**src/rtl/ps2_rx_pkg.sv**
```systemverilog
package ps2_rx_pkg;
  localparam int unsigned FRAME_BITS = 11;
  localparam int unsigned DATA_BITS  = 8;
  localparam int unsigned BCNT_W     = $clog2(FRAME_BITS);
  localparam int unsigned NUM_LINES  = 2;
  localparam int unsigned LINE_CLK   = 0;
  localparam int unsigned LINE_DAT   = 1;

  typedef struct packed {
    logic [DATA_BITS-1:0] data;
    logic                 err;
  } ps2_frame_t;
endpackage

```
**src/rtl/ps2_line_filter.sv**
```systemverilog
module ps2_line_filter #(
  parameter int unsigned FILT_LEN = 4
) (
  input  logic clk_i,
  input  logic rst_ni,
  input  logic line_i,
  output logic level_o
);
  localparam int unsigned CW = $clog2(FILT_LEN + 1);

  logic [1:0]    sync_q;
  logic          lvl_q;
  logic [CW-1:0] cnt_q;

  always_ff @(posedge clk_i or negedge rst_ni) begin
    if (!rst_ni) begin
      sync_q <= 2'b11;
      lvl_q  <= 1'b1;
      cnt_q  <= '0;
    end else begin
      sync_q <= {sync_q[0], line_i};
      if (sync_q[1] == lvl_q) begin
        cnt_q <= '0;
      end else if (cnt_q == CW'(FILT_LEN - 1)) begin
        lvl_q <= sync_q[1];
        cnt_q <= '0;
      end else begin
        cnt_q <= cnt_q + 1'b1;
      end
    end
  end

  assign level_o = lvl_q;

  // filtered level only moves to a synchronized value
  a_r1_follow_sync: assert property (@(posedge clk_i) disable iff (!rst_ni)
    !$stable(lvl_q) |-> lvl_q == $past(sync_q[1]));
endmodule

```
**src/rtl/ps2_frame_rx.sv**
```systemverilog
module ps2_frame_rx
  import ps2_rx_pkg::*;
#(
  parameter int unsigned TIMEOUT_CYC = 200000
) (
  input  logic       clk_i,
  input  logic       rst_ni,
  input  logic       active_i,
  input  logic       clk_lvl_i,
  input  logic       dat_lvl_i,
  output logic       done_o,
  output ps2_frame_t frame_o,
  output logic       tmo_o
);
  localparam int unsigned IW = $clog2(TIMEOUT_CYC + 1);

  logic                 prev_q;
  logic [BCNT_W-1:0]    bit_cnt_q;
  logic [DATA_BITS-1:0] sh_q;
  logic                 start_q, par_q;
  logic [IW-1:0]        idle_q;
  logic                 done_q, tmo_q;
  ps2_frame_t           frame_q;
  logic                 fall;

  assign fall = prev_q & ~clk_lvl_i;

  always_ff @(posedge clk_i or negedge rst_ni) begin
    if (!rst_ni) begin
      prev_q    <= 1'b1;
      bit_cnt_q <= '0;
      sh_q      <= '0;
      start_q   <= 1'b0;
      par_q     <= 1'b0;
      idle_q    <= '0;
      done_q    <= 1'b0;
      tmo_q     <= 1'b0;
      frame_q   <= '0;
    end else begin
      prev_q <= clk_lvl_i;
      done_q <= 1'b0;
      tmo_q  <= 1'b0;
      if (!active_i) begin
        bit_cnt_q <= '0;
        idle_q    <= '0;
      end else if (fall) begin
        idle_q <= '0;
        if (bit_cnt_q == '0) begin
          start_q   <= dat_lvl_i;
          bit_cnt_q <= bit_cnt_q + 1'b1;
        end else if (bit_cnt_q <= BCNT_W'(DATA_BITS)) begin
          sh_q      <= {dat_lvl_i, sh_q[DATA_BITS-1:1]};
          bit_cnt_q <= bit_cnt_q + 1'b1;
        end else if (bit_cnt_q == BCNT_W'(DATA_BITS + 1)) begin
          par_q     <= dat_lvl_i;
          bit_cnt_q <= bit_cnt_q + 1'b1;
        end else begin
          // stop bit: deliver even on error so the inhibit sequence is unchanged
          done_q       <= 1'b1;
          frame_q.data <= sh_q;
          frame_q.err  <= start_q | ~(^{sh_q, par_q}) | ~dat_lvl_i;
          bit_cnt_q    <= '0;
        end
      end else if (bit_cnt_q == '0) begin
        idle_q <= '0;
      end else if (idle_q == IW'(TIMEOUT_CYC - 1)) begin
        idle_q    <= '0;
        bit_cnt_q <= '0;
        tmo_q     <= 1'b1;
      end else begin
        idle_q <= idle_q + 1'b1;
      end
    end
  end

  assign done_o  = done_q;
  assign frame_o = frame_q;
  assign tmo_o   = tmo_q;

  a_r3_cnt_bound: assert property (@(posedge clk_i) disable iff (!rst_ni)
    bit_cnt_q <= BCNT_W'(FRAME_BITS - 1));
  a_r10_tmo_restart: assert property (@(posedge clk_i) disable iff (!rst_ni)
    tmo_q |-> bit_cnt_q == '0);
  a_r3_no_done_idle: assert property (@(posedge clk_i) disable iff (!rst_ni)
    !active_i |=> !done_q);
endmodule

```
**src/rtl/ps2_rx_channel.sv**
```systemverilog
module ps2_rx_channel
  import ps2_rx_pkg::*;
#(
  parameter int unsigned FILT_LEN    = 4,
  parameter int unsigned TIMEOUT_CYC = 200000
) (
  input  logic       clk_i,
  input  logic       rst_ni,
  input  logic       en_i,
  input  logic       rx_mode_i,
  input  logic       wr_clk_i,
  input  logic       wr_data_i,
  input  logic       ps2_clk_i,
  input  logic       ps2_data_i,
  output logic       ps2_clk_oe_o,
  output logic       ps2_data_oe_o,
  input  logic       rd_data_i,
  input  logic       irq_src_rd_i,
  output logic [7:0] rx_data_o,
  output logic       rx_rdy_o,
  output logic       irq_o,
  output logic       frame_err_o,
  output logic       timeout_err_o
);
  logic [NUM_LINES-1:0] line_in, line_lvl;
  logic                 active, done, tmo;
  ps2_frame_t           frame;
  logic                 rdy_q, irq_q, ferr_q, terr_q;

  assign line_in[LINE_CLK] = ps2_clk_i;
  assign line_in[LINE_DAT] = ps2_data_i;
  assign active = en_i & rx_mode_i;

  for (genvar gi = 0; gi < NUM_LINES; gi++) begin : g_filt
    ps2_line_filter #(.FILT_LEN(FILT_LEN)) u_filt (
      .clk_i  (clk_i),
      .rst_ni (rst_ni),
      .line_i (line_in[gi]),
      .level_o(line_lvl[gi])
    );
  end

  ps2_frame_rx #(.TIMEOUT_CYC(TIMEOUT_CYC)) u_frame (
    .clk_i    (clk_i),
    .rst_ni   (rst_ni),
    .active_i (active),
    .clk_lvl_i(line_lvl[LINE_CLK]),
    .dat_lvl_i(line_lvl[LINE_DAT]),
    .done_o   (done),
    .frame_o  (frame),
    .tmo_o    (tmo)
  );

  always_ff @(posedge clk_i or negedge rst_ni) begin
    if (!rst_ni) begin
      rdy_q  <= 1'b0;
      irq_q  <= 1'b0;
      ferr_q <= 1'b0;
      terr_q <= 1'b0;
    end else begin
      // completion has priority over a same-cycle read
      if (done)           rdy_q <= 1'b1;
      else if (rd_data_i) rdy_q <= 1'b0;
      if (done)              irq_q <= 1'b1;
      else if (irq_src_rd_i) irq_q <= 1'b0;
      if (!en_i) begin
        ferr_q <= 1'b0;
        terr_q <= 1'b0;
      end else begin
        if (done && frame.err) ferr_q <= 1'b1;
        if (tmo)               terr_q <= 1'b1;
      end
    end
  end

  // open-drain: oe=1 pulls the line low
  always_comb begin
    if (!en_i) begin
      ps2_clk_oe_o  = ~wr_clk_i;
      ps2_data_oe_o = ~wr_data_i;
    end else begin
      ps2_clk_oe_o  = rx_mode_i & rdy_q;
      ps2_data_oe_o = 1'b0;
    end
  end

  assign rx_data_o     = frame.data;
  assign rx_rdy_o      = rdy_q;
  assign irq_o         = irq_q;
  assign frame_err_o   = ferr_q;
  assign timeout_err_o = terr_q;

  a_r4_done_flags: assert property (@(posedge clk_i) disable iff (!rst_ni)
    done |=> rx_rdy_o && irq_o);
  a_r6_read_clears: assert property (@(posedge clk_i) disable iff (!rst_ni)
    rd_data_i && !done |=> !rx_rdy_o);
  a_r7_irq_sticky: assert property (@(posedge clk_i) disable iff (!rst_ni)
    irq_o && !irq_src_rd_i |=> irq_o);
  a_r2_release: assert property (@(posedge clk_i) disable iff (!rst_ni)
    active && !rx_rdy_o |-> !ps2_clk_oe_o && !ps2_data_oe_o);
  a_r5_inhibit: assert property (@(posedge clk_i) disable iff (!rst_ni)
    done && active |=> ps2_clk_oe_o);
  a_r9_ferr_sticky: assert property (@(posedge clk_i) disable iff (!rst_ni)
    frame_err_o && en_i |=> frame_err_o);
endmodule

```
**config.mk**
```make
export PLATFORM = sky130hd
export DESIGN_NAME = ps2_rx_channel
export DESIGN_NICKNAME = d
export VERILOG_FILES = /design/src/rtl/ps2_rx_pkg.sv /design/src/rtl/ps2_line_filter.sv /design/src/rtl/ps2_frame_rx.sv /design/src/rtl/ps2_rx_channel.sv
export SDC_FILE = /design/constraint.sdc
export NUM_CORES = 1
export LEC_CHECK = 0
export CORE_MARGIN = 5
export CORE_UTILIZATION = 40
export CTS_CLUSTER_DIAMETER = 50
export DETAILED_ROUTE_END_ITERATION = 10
export REMOVE_ABC_BUFFERS = 1
export SLEW_MARGIN = 10
export SYNTH_ARGS = -nofsm -noshare
export SYNTH_HDL_FRONTEND = slang
export SYNTH_SLANG_ARGS = --single-unit
export TNS_END_PERCENT = 30
```
**constraint.sdc**
```tcl
create_clock -name clk_i -period 5.3 [get_ports clk_i]
set_input_delay 0.53 -clock clk_i [delete_from_list [all_inputs] [get_ports clk_i]]
set_output_delay 0.53 -clock clk_i [all_outputs]
set_load 0.005 [all_outputs]
```
=== Word-level counts from Yosys, hierarchy flattened ===
Cells that the tools add are included.

* Register bits after elaboration: 60
* Input bits: 10
* Output and inout port bits: 14
* Word-level logic and storage cells: 96

* Add/subtract/negate cells: 4
* Magnitude comparators: 1
* Equal/unequal tests: 10
* Mux-type cells: 34
* Bitwise logic cells: 15
* Reductions and logical operators: 12

{| class="wikitable"
|+ Operators by type and width
! cell !! number
|-
| $mux W18 || 4
|-
| $mux W4 || 7
|-
| $mux W1 || 19
|-
| $add A18 B1 Y18 const B || 1
|-
| $eq A18 B18 Y1 const B || 1
|-
| $mux W3 || 4
|-
| $not A1 Y1 || 10
|-
| $reduce_and A5 Y1 || 2
|-
| $reduce_xor A9 Y1 || 1
|-
| $add A3 B1 Y3 const B || 2
|-
| $eq A3 B2 Y1 const B || 2
|-
| $ne A3 B3 Y1 const B || 2
|-
| $reduce_and A2 Y1 || 3
|-
| $add A4 B1 Y4 const B || 1
|-
| $eq A4 B4 Y1 const B || 1
|-
| $le A4 B4 Y1 const B || 1
|-
| $logic_not A4 Y1 || 1
|-
| $ne A2 B1 Y1 const B || 2
|-
| $reduce_and A4 Y1 || 1
|-
| $reduce_bool A2 Y1 || 2
|-
| $and A1 B1 Y1 || 3
|-
| $reduce_and A3 Y1 || 1
|-
| $eq A1 B1 Y1 || 2
|-
| $or A1 B1 Y1 || 2
|-
| $logic_and A1 B1 Y1 || 1
|}

=== Depth between registers and ports, before layout ===
Gate-level depths: netlist of the first run.

* Depth after elaboration: 6
* Mapped depth: 8
* Gate-level depth less buffers: 7

=== By module ===
A second synthesis of the first run with hierarchy kept.

* Cell total of the unflattened synthesis: 224
* Area, all modules: 2706.3 um^2

{| class="wikitable"
|+ Modules (own cells, without submodules)
! module !! times used !! cells an instance !! area an instance (um^2) !! sequential area each (um^2)
|-
| ps2_frame_rx || 1 || 183 || 2090.8 || 1102.3
|-
| ps2_line_filter (g_filt[0].u_filt) || 1 || 13 || 232.7 || 153.9
|-
| ps2_line_filter (g_filt[1].u_filt) || 1 || 13 || 220.2 || 153.9
|-
| ps2_rx_channel || 1 || 15 || 162.7 || 100.1
|}

=== Worst setup path before layout of the first run ===
Ideal clock, no wire load.

* Path type: register to register
* From: reg u_frame.bit_cnt_q[0]
* To: reg u_frame.sh_q[0]
* Library setup time: 0.125 ns
* Arrival: 1.618 ns
* Data required time: 5.175 ns
* Slack: 3.557 ns
* Cell stages (with the launch flop): 7
* Path buffers: 0
* Period minus slack after synthesis: 1.743 ns
* Cells stage by stage: dfrtp_1 -> inv_1 -> ha_1 -> inv_1 -> or3_1 -> nand3_1 -> mux2_2

* Cells in the longest elaborated chain, start to end: 3
* Elaborated cells between the ends (all ways): 4

{| class="wikitable"
|+ Ends and longest elaborated chain
! element !! RTL line !! RTL
|-
| from (decl) || ps2_frame_rx.sv:18 || <nowiki>logic [BCNT_W-1:0] bit_cnt_q;</nowiki>
|-
| from (signal assigned) || ps2_frame_rx.sv:50 || <nowiki>bit_cnt_q <= bit_cnt_q + 1'b1;</nowiki>
|-
| from (signal assigned) || ps2_frame_rx.sv:53 || <nowiki>bit_cnt_q <= bit_cnt_q + 1'b1;</nowiki>
|-
| from (signal assigned) || ps2_frame_rx.sv:56 || <nowiki>bit_cnt_q <= bit_cnt_q + 1'b1;</nowiki>
|-
| branches (longest 2 deep; another with $le A4 B4 Y1) || -- ||
|-
| $reduce_and A4 Y1 (no line) (*) || -- ||
|-
| to (signal assigned) || ps2_frame_rx.sv:52 || <nowiki>sh_q <= {dat_lvl_i, sh_q[DATA_BITS-1:1]};</nowiki>
|-
| to (decl) || ps2_frame_rx.sv:19 || <nowiki>logic [DATA_BITS-1:0] sh_q;</nowiki>
|}

Every way passes the cells marked *.
A chain may end at the register's enable or synchronous reset.

=== Worst setup path after layout of the first run ===
* From: in en_i
* To: out ps2_clk_oe_o

* Cells in the longest elaborated chain, start to end: 1

{| class="wikitable"
|+ Ends and longest elaborated chain
! element !! RTL line !! RTL
|-
| from (decl) || ps2_rx_channel.sv:9 || <nowiki>input logic en_i,</nowiki>
|-
| $mux W1 || ps2_rx_channel.sv:78 || <nowiki>if (!en_i) begin</nowiki>
|-
| to (decl) || ps2_rx_channel.sv:15 || <nowiki>output logic ps2_clk_oe_o,</nowiki>
|}

Every way passes these cells.

==> results of run 1 <==
==> cells in the mapped netlist, types with 2 or more instances <==
cell and count:
dfrtp_1 53, nand2_1 32, nand3_1 14, nor2_1 14, mux2_2 12, xnor2_1 11, inv_1 10, a21oi_1 8
buf_4 8, nor2b_1 8, dfstp_2 7, o21ai_0 7, xor2_1 7, ha_1 6, nor3_1 6, nand4_1 4
or3_1 4, and3_1 3, o31ai_1 3, or4_1 3, a211o_1 2, a21o_1 2, and2_1 2, and3_2 2
buf_6 2, clkbuf_1 2, nand2b_1 2, nor3b_1 2, nor4_1 2
==> state kept, by name (all words and copies together) (netlist names), 2 cells and up <==
register / count
u_frame.idle_q: 18
u_frame.frame_o: 9
u_frame.sh_q: 8
g_filt.u_filt.cnt_q: 6
g_filt.u_filt.sync_q: 4
u_frame.bit_cnt_q: 4
g_filt.u_filt.level_o: 2
==> how the worst min path moves through the flow <==
| stage | depth (start not counted) | slack [ps] | endpoint | start |
|---|---|---|---|---|
| 6_report | 2 | 340 | rx_rdy_o | rst_ni |
| 5_1_grt | 0 | 360 | g_filt[0].u_filt.sync_q[1] | g_filt[0].u_filt.sync_q[0] |
| 4_1_cts | 0 | 360 | g_filt[1].u_filt.sync_q[1] | g_filt[1].u_filt.sync_q[0] |
| 3_5_place_dp | 0 | 350 | g_filt[1].u_filt.sync_q[1] | g_filt[1].u_filt.sync_q[0] |
| 3_3_place_gp | 0 | 350 | g_filt[1].u_filt.sync_q[1] | g_filt[1].u_filt.sync_q[0] |
| 2_1_floorplan | 0 | 230 | frame_err_o | rst_ni |
==> metal layers <==
| layer | vias to the layer above | global-route usage [%] | routed length, µm |
|---|---|---|---|
| li1 | 899 | - | - |
| met1 | 850 | 15.79 | 2263 |
| met2 | 29 | 17.88 | 2052 |
| met3 | 10 | 4.425 | 233 |
| met4 | 0 | 6.593 | 95 |
| met5 | - | 0 | 0 |
==> cell families after synthesis <==
family,after synthesis
and+or+nand+nor,103
AOI/OAI and AO/OA,28
DFF,60
muxes,12
buffers and inverters,23
adders and majority gates,6
xor gates and xnor gates,19
==> through the flow <==
step | area [µm²] | hold WS (ps) | total power (µW) | utilization [%] | worst slack [ps]
3_3_place_gp | 2999 | 347.1 | 651.0 | 44.39 | 2949
4_1_cts | 3168 | 356.6 | 1016 | 46.89 | 2921
3_5_place_dp | 2999 | 347.3 | 654.7 | 44.39 | 2886
5_1_grt | 3168 | 360.8 | 1053 | 46.89 | 2838
2_1_floorplan | 2666 | 234.4 | 612.4 | - | 3553
6_report | 3168 | 344.2 | 995.4 | 46.89 | 2934
==> critical path: stages <==
cell and delay (ps):
clkdlybuf4s50_1 610, nand3_1 100, o21ai_0 80, clkdlybuf4s50_1 520
==> report_power, final <==
| part | internal (µW) | total, µW | switching (µW) | leakage [µW] |
|---|---|---|---|---|
| Sequential | 502 | 532 | 30.0 | 0.000808 |
| Combinational | 58.4 | 111 | 52.9 | 0.000548 |
| Clock | 179 | 352 | 173 | 0.0000889 |
| Total | 740 | 995 | 256 | 0.00144 |
==> cell type report <==
type	instances	share of cell area [%]
Tap cell	80	3.160
Inverter	10	1.185
Multi-Input combinational cell	168	35.31
Sequential cell	60	47.67
Clock buffer	11	4.463
Timing Repair Buffer	24	7.346
Clock inverter	5	0.8689
==> results.json, run 1 <==
{
  "startpoint_type": "input port",
  "antenna_found_initial": 0,
  "synth_enable_flop_cells": 0,
  "dpl.hpwl_um": 3185,
  "p_per_area_nw_per_um2": 314.2,
  "synthCells": 251,
  "layout-drive-gt1-share_pct": 15.47,
  "rows": 30,
  "die_y_um": 93.09,
  "io_buffers": 23,
  "drt_wl_total_um": 4645,
  "finalHoldViolCount": 0,
  "multi_input_area_um2": 1119,
  "most-common-layout-cells": "dfrtp_1, nand2_1, clkdlybuf4s50_1, nand3_1, nor2_1",
  "fp.coreArea_um2": 6756,
  "synth_ff_type": "dfrtp_1",
  "final_max_slew_viol_count": 0,
  "synthArstFlopShare_pct": 100.0,
  "grt_max_degree": 61,
  "drt_first_pass_iters": 4,
  "cts-root-buf": "clkbuf_8",
  "crit_path_end": "ps2_clk_oe_o",
  "fmax_mhz": 422.6,
  "synth_area_um2": 2761,
  "critPathKind": "input port to output port",
  "avgSynthCellArea_um2": 11.00,
  "r2r_cells": 4,
  "placedCellCount": 342,
  "cap_violations": 0,
  "cts_resized": 0,
  "setup_violations": 0,
  "cts-hold-fix-buffers": 0,
  "synth_xor_area_share_pct": 6.525,
  "worst_ep_required_time_ps": 4770,
  "wl_per_cell_um": 12.97,
  "nets": 289,
  "status": "complete, no violations",
  "synth_top_area_share_pct": 48.03,
  "worst_ir_drop_vdd_mv": 0.1060,
  "die_w_um": 93.09,
  "reg2reg_from": "u_frame.idle_q[7]",
  "regToRegEndpoint": "u_frame.idle_q[5]",
  "critPathLaunch": "en_i",
  "crit_path_end_kind": "output port",
  "cts-buffers-inserted": 9,
  "yosys.area_share.simple_pct": 19.62,
  "io_pins": 24,
  "drtIter0Drc": 54,
  "drc": 0,
  "track_usage_pct": 12.25,
  "regArea_um2": 1510,
  "layout.cells.non_filler": 358,
  "fill_cells": 639,
  "total_leakage_power_uw": 0.001444,
  "clkTransAtPathRegs_ps": 60,
  "yosys.area.top_type": "dfrtp_1",
  "clockBufferDepth": 2,
  "worstPathArrival_ps": 1840,
  "worst_slew_pin_slew_ps": 740.3,
  "dieArea_um2": 8665,
  "rsz0062_at_grt": "no",
  "area_delta_synth_final_pct": 14.73,
  "layout_min_cycle_time_ps": 2366,
  "synth-compound-area-share_pct": 6.751,
  "detail-route-antenna-nets": 0,
  "grt_pass1_wl_um": 8148,
  "yosysUniqueCellTypes": 42,
  "synthAdderAreaFrac_pct": 2.719,
  "r2r_setup_slack_ps": 3280,
  "initial_core_util_pct": 40.87,
  "synth_top_family_by_area": "simple AND/OR/NAND/NOR gates",
  "period_share_pct": 44.65,
  "clock_sinks": 60,
  "htree_levels": 3,
  "postCtsSetupBuffers": 0,
  "via_count": 1788,
  "ys_warn_count": 0,
  "timing.setup.tns_ps": 0,
  "path_max_fanout": 8,
  "synth.area.mux_share_pct": 4.894,
  "synth-seq-cells": 60,
  "cts_tree": "done",
  "grt_pass1_vias": 1736,
  "n_antenna_cell": 0,
  "via_per_inst": 4.994,
  "hp-class": "input port to async pin",
  "gp_congestion": 0.7419,
  "final_common_cell": "dfrtp_1",
  "synth.area.top_cells": "dfrtp_1, dfstp_2, mux2_2, nand2_1, xnor2_1",
  "insertion_delay_ps": 330,
  "seq_area_frac_synth_pct": 54.69,
  "fin_skew_ps": 3.983,
  "timing.slew.headroom_pct": 50.65,
  "gr-total-overflow": 0
}
(Power assumes the default switching activity.)
==> run 2, diff against run 1 <==
==> constraint.sdc (replaced) <==
create_clock -name clk_i -period 2.3 [get_ports clk_i]
set_input_delay 0.23 -clock clk_i [delete_from_list [all_inputs] [get_ports clk_i]]
set_output_delay 0.23 -clock clk_i [all_outputs]
set_load 0.005 [all_outputs]
==> run 2 against run 1 <==
  * Clock power rose to 3.0 times the previous value
  * Via count increased by 0.84%
  * Design area increased by 3.2%
  * Critical path type is now flip-flop to flip-flop
==> results.json, run 2 (synthesis results as in run 1) <==
{
  "fmax_mhz": 528.4,
  "via_count": 1803,
  "final_common_cell": "dfrtp_1",
  "crit_path_end": "u_frame.sh_q[0]",
  "netSwitchingFraction_pct": 24.71,
  "nets": 293,
  "io_pins": 24,
  "fin_skew_ps": 9.071,
  "critPathKind": "flip-flop to flip-flop",
  "power_switching_uw": 627.5,
  "hp-class": "input port to flip-flop",
  "final_max_slew_viol_count": 0,
  "p_int_uw": 1912,
  "dp_slack_ps": 347.1,
  "fill_cells": 621,
  "timing.setup.tns_ps": 0,
  "layout-drive-gt1-share_pct": 16.67,
  "grt_pass1_vias": 1730,
  "antenna_found_initial": 0,
  "combPwrFrac_pct": 10.2,
  "regToRegEndpoint": "u_frame.sh_q[0]",
  "critPathLaunch": "u_frame.bit_cnt_q[0]",
  "n_antenna_cell": 0,
  "total_leakage_power_uw": 0.001492,
  "dieArea_um2": 8665,
  "rsz0062_at_grt": "no",
  "layout_min_cycle_time_ps": 1893,
  "insertion_delay_ps": 340,
  "worst_slew_pin_slew_ps": 385.1,
  "most-common-layout-cells": "dfrtp_1, nand2_1, clkdlybuf4s50_1, nand3_1, nor2_1",
  "dpl.hpwl_um": 3101,
  "crit_top_cell": "inv_1",
  "rows": 30,
  "p_per_area_nw_per_um2": 777.1,
  "initial_core_util_pct": 40.87,
  "clock_sinks": 60,
  "reg2reg_from": "u_frame.bit_cnt_q[0]",
  "gr-total-overflow": 0,
  "finalHoldViolCount": 0,
  "drc": 0,
  "postCtsSetupBuffers": 0,
  "crit_path_end_kind": "flip-flop",
  "largest_reg_flops": 18,
  "area_delta_synth_final_pct": 18.35,
  "regArea_um2": 1510,
  "startpoint_type": "flip-flop",
  "min_path_cells": 1,
  "worst_ir_drop_vdd_mv": 0.3163,
  "worstPathArrival_ps": 2120,
  "grt_max_degree": 61,
  "final_area_um2": 3268,
  "p_seq_share_pct": 48.3,
  "setup_violations": 0,
  "cts_tree": "done",
  "worstPathCellList": "inv_1, ha_1, inv_1, or3_1, nand3_1, mux2_2",
  "fin_ws_ps": 407.5,
  "r2r_setup_slack_ps": 410,
  "cts-buffers-inserted": 9,
  "multi_input_area_um2": 1119,
  "worst_ep_required_time_ps": 2520,
  "clkTransAtPathRegs_ps": 70,
  "period_share_pct": 82.28,
  "die_y_um": 93.09,
  "die_w_um": 93.09,
  "regMostFlops": "u_frame.idle_q",
  "place_area_um2": 3034,
  "wl_per_cell_um": 12.64,
  "drtIter0Drc": 52,
  "timing.slew.headroom_pct": 74.25,
  "track_usage_pct": 11.89,
  "htree_levels": 3,
  "gp_congestion": 0.7605,
  "cp_slowest_cell": "dfrtp_1",
  "drt_first_pass_iters": 4,
  "cap_violations": 0,
  "clkPwrFrac_pct": 41.5,
  "via_per_inst": 4.981,
  "io_buffers": 23,
  "cts-hold-fix-buffers": 1,
  "clockBufferDepth": 2,
  "cts-root-buf": "clkbuf_8",
  "r2r_cells": 6,
  "cpPeakStageDelay_ps": 430,
  "fp.coreArea_um2": 6756,
  "status": "complete, no violations",
  "drt_wl_total_um": 4575,
  "detail-route-antenna-nets": 0,
  "cts_resized": 0,
  "grt_pass1_wl_um": 7990,
  "path_max_fanout": 8
}
==> run 2: cell types whose count changed in the layout (fill, tap and decap cells not counted), sizes merged <==
cell	change
bufinv	+2
dlygate4sd3	+1
clkinvlp	-1
buf	+3
inv	+1
clkbuf	-2
==> run 2: per-stage QoR <==
step | util, % | power [µW] | hold WS (ps) | instances
after floorplan | - | 1411 | -65.59 | 238
after global routing | 48.37 | 2690 | 274.5 | 362
after global placement | 44.91 | 1504 | 261.1 | 345
final | 48.37 | 2540 | 292.8 | 362
after detailed placement | 44.91 | 1511 | 260.0 | 345
after CTS | 48.37 | 2586 | 273.8 | 362
==> run 2: area by class of cell <==
type / count / area share, %
Sequential cell: 60 / 46.21
Multi-Input combinational cell: 168 / 34.23
Timing Repair Buffer: 28 / 8.499
Clock buffer: 9 / 3.790
Clock inverter: 7 / 3.063
Tap cell: 80 / 3.063
Inverter: 10 / 1.149
==> run 2: power by group through the flow <==
stage | Combinational (µW) | Clock (µW) | Sequential [µW]
2_1_floorplan | 187 | 0 | 1220
3_3_place_gp | 261 | 0 | 1240
3_5_place_dp | 263 | 0 | 1250
4_1_cts | 266 | 1090 | 1230
5_1_grt | 299 | 1150 | 1240
6_report | 259 | 1050 | 1230
==> run 2: critical path: cells and delay by family, from the launching register on <==
family	cells	cell delay, ps
simple gates	2	660
flops	1	430
mux	1	380
fa+ha+maj	1	160
buf+inv	2	150
==> run 2: how the worst min path moves through the flow <==
stage | start | to
4_1_cts | ps2_clk_i | g_filt[0].u_filt.sync_q[0]
2_1_floorplan | rst_ni | frame_err_o
3_5_place_dp | rst_ni | rx_rdy_o
6_report | ps2_clk_i | g_filt[0].u_filt.sync_q[0]
3_3_place_gp | rst_ni | g_filt[0].u_filt.cnt_q[2]
5_1_grt | ps2_clk_i | g_filt[0].u_filt.sync_q[0]
==> run 2: metal layers <==
layer  part of all wire [%]  global-route usage (%)
met1                     49                   14.69
met2                     44                   17.94
met3                    5.1                   5.390
met4                    1.7                   5.128
met5                      0                       0
==> run 3, diff against run 2 <==
==> constraint.sdc (replaced) <==
create_clock -name clk_i -period 1.9 [get_ports clk_i]
set_input_delay 0.19 -clock clk_i [delete_from_list [all_inputs] [get_ports clk_i]]
set_output_delay 0.19 -clock clk_i [all_outputs]
set_load 0.005 [all_outputs]
==> run 3 against run 2 <==
  * First-iteration DRC count shrank 25%
  * Highest routed layer unchanged
  * Critical endpoint is now u_frame.bit_cnt_q[3]
  * Largest cell class unchanged
  * Register-to-register slack lost 290 ps
  * Critical path depth shrank 2
  * Maximum frequency grew 6.2%
==> results.json, run 3 (synthesis results as in run 1) <==
{
  "status": "complete, no violations",
  "die_y_um": 93.09,
  "hold_ws_ps": 257.3,
  "finalHoldViolCount": 0,
  "largest_reg_flops": 18,
  "netSwitchingFraction_pct": 25.83,
  "detail-route-antenna-nets": 0,
  "r2r_cells": 4,
  "grt_pass1_wl_um": 8452,
  "dieArea_um2": 8665,
  "regArea_um2": 1510,
  "worstPathCellList": "or4_4, nor4_4, a31oi_2, a211o_1",
  "n_antenna_cell": 0,
  "dpl.hpwl_um": 3296,
  "cpPeakStageDelay_ps": 550,
  "regToRegEndpoint": "u_frame.bit_cnt_q[3]",
  "p_seq_share_pct": 49.8,
  "area_delta_synth_final_pct": 19.98,
  "period_share_pct": 93.77,
  "via_count": 1874,
  "min_path_cells": 1,
  "combPwrFrac_pct": 11.6,
  "timing.slew.headroom_pct": 76.69,
  "startpoint_type": "flip-flop",
  "cp_slowest_cell": "or4_4",
  "drt_first_pass_iters": 4,
  "hp-class": "input port to flip-flop",
  "hold_end": "g_filt[0].u_filt.sync_q[0]",
  "via_per_inst": 5.079,
  "most-common-layout-cells": "dfrtp_1, nand2_1, clkdlybuf4s50_1, nor2_1, nand3_1",
  "grt_max_degree": 61,
  "gp_congestion": 0.7467,
  "final_max_slew_viol_count": 0,
  "cap_violations": 0,
  "power_switching_uw": 766.0,
  "grt_pass1_vias": 1848,
  "antenna_found_initial": 0,
  "r2r_setup_slack_ps": 120,
  "clkPwrFrac_pct": 38.6,
  "worst_ir_drop_vdd_mv": 0.4401,
  "regMostFlops": "u_frame.idle_q",
  "fp.coreArea_um2": 6756,
  "die_w_um": 93.09,
  "track_usage_pct": 12.48,
  "cts-buffers-inserted": 9,
  "worstPathArrival_ps": 2010,
  "htree_levels": 3,
  "total_leakage_power_uw": 0.001525,
  "reg2reg_from": "u_frame.idle_q[7]",
  "io_pins": 24,
  "min_from": "ps2_clk_i",
  "rsz0062_at_grt": "no",
  "p_int_uw": 2200,
  "timing.setup.tns_ps": 0,
  "fin_skew_ps": 9.287,
  "clockBufferDepth": 2,
  "layout-drive-gt1-share_pct": 19.03,
  "drt_wl_total_um": 4710,
  "nets": 300,
  "rows": 30,
  "multi_input_area_um2": 1124,
  "postCtsSetupBuffers": 0,
  "final_common_cell": "dfrtp_1",
  "insertion_delay_ps": 340,
  "setup_violations": 0,
  "fmax_mhz": 561.3,
  "io_buffers": 23,
  "wl_per_cell_um": 12.76,
  "clkTransAtPathRegs_ps": 70,
  "gr-total-overflow": 0,
  "final_util_pct": 49.04,
  "cts_tree": "done",
  "fill_cells": 613,
  "worst_slew_pin_slew_ps": 346.5,
  "clock_sinks": 60,
  "initial_core_util_pct": 40.87,
  "drtIter0Drc": 39,
  "cts-root-buf": "clkbuf_8",
  "crit_path_end_kind": "flip-flop",
  "path_max_fanout": 6,
  "worst_ep_required_time_ps": 2130,
  "layout_min_cycle_time_ps": 1782,
  "drc": 0,
  "critPathKind": "flip-flop to flip-flop",
  "p_per_area_nw_per_um2": 895.1
}
-- run 3: cell types whose count changed in the layout (fill, tap and decap cells not counted) --
cell / before / now
buf_4: 3 / 9
buf_12: 1 / 2
bufinv_16: 2 / 1
clkinv_2: 1 / 2
clkinv_4: 3 / 2
inv_6: 1 / 2
nand3_1: 14 / 13
nand3_2: 0 / 1
-- run 3: worst max-delay path by stage --
| stage | from | to | cells past startpoint |
|---|---|---|---|
| floorplan | u_frame.idle_q[7] | u_frame.idle_q[10] | 4 |
| global placement | en_i | u_frame.sh_q[6] | 4 |
| detailed placement | u_frame.bit_cnt_q[1] | u_frame.sh_q[5] | 6 |
| CTS | u_frame.bit_cnt_q[1] | u_frame.sh_q[5] | 6 |
| global route | u_frame.idle_q[2] | u_frame.idle_q[17] | 4 |
| finish | u_frame.idle_q[7] | u_frame.bit_cnt_q[3] | 4 |
-- run 3: what timing repair did --
item	CTS	global route
endpoints found under the setup margin	0	8
hold endpoints to repair	53	0
hold buffers	1	0
resized for setup	0	1
-- run 3: final cells by class --
cell class | count | share of cell area, %
multi-input combinational | 168 | 33.91
timing repair buffer | 35 | 10.35
tap | 80 | 3.021
clock inverter | 7 | 2.266
inverter | 10 | 1.133
sequential | 60 | 45.58
clock buffer | 9 | 3.739
-- run 3: per-stage QoR --
stage	instance area [µm²]	std cells	worst slack (ps)	total power, µW
after global placement	3099	352	78.08	1843
after CTS	3308	369	45.89	3026
final	3313	369	118.4	2966
after detailed placement	3099	352	57.41	1853
after floorplan	2666	238	152.9	1708
after global routing	3313	369	6.935	3132
-- run 3: power groups by stage --
stage               Clock, µW  Combinational (µW)  Sequential (µW)
detailed placement          0                 351             1500
finish                   1140                 345             1480
CTS                      1190                 354             1480
floorplan                   0                 226             1480
global placement            0                 341             1500
global route             1250                 393             1490
-- run 3: routing by layer --
layer / routed length (µm) / track usage, % / vias to the layer above / share of wire, %
met5: 0 / 0 / - / 0
met4: 52 / 4.396 / 0 / 1.1
met3: 232 / 5.551 / 4 / 4.9
met2: 2257 / 19.32 / 49 / 48
met1: 2168 / 15.46 / 895 / 46
li1: - / - / 926 / -
-- run 3: worst max-delay path, delay by kind of cell, from the launching register on --
kind | cells | cell delay, ps
AO/OA/AOI/OAI | 2 | 480
AND/OR/NAND/NOR | 2 | 760
flip-flops | 1 | 430
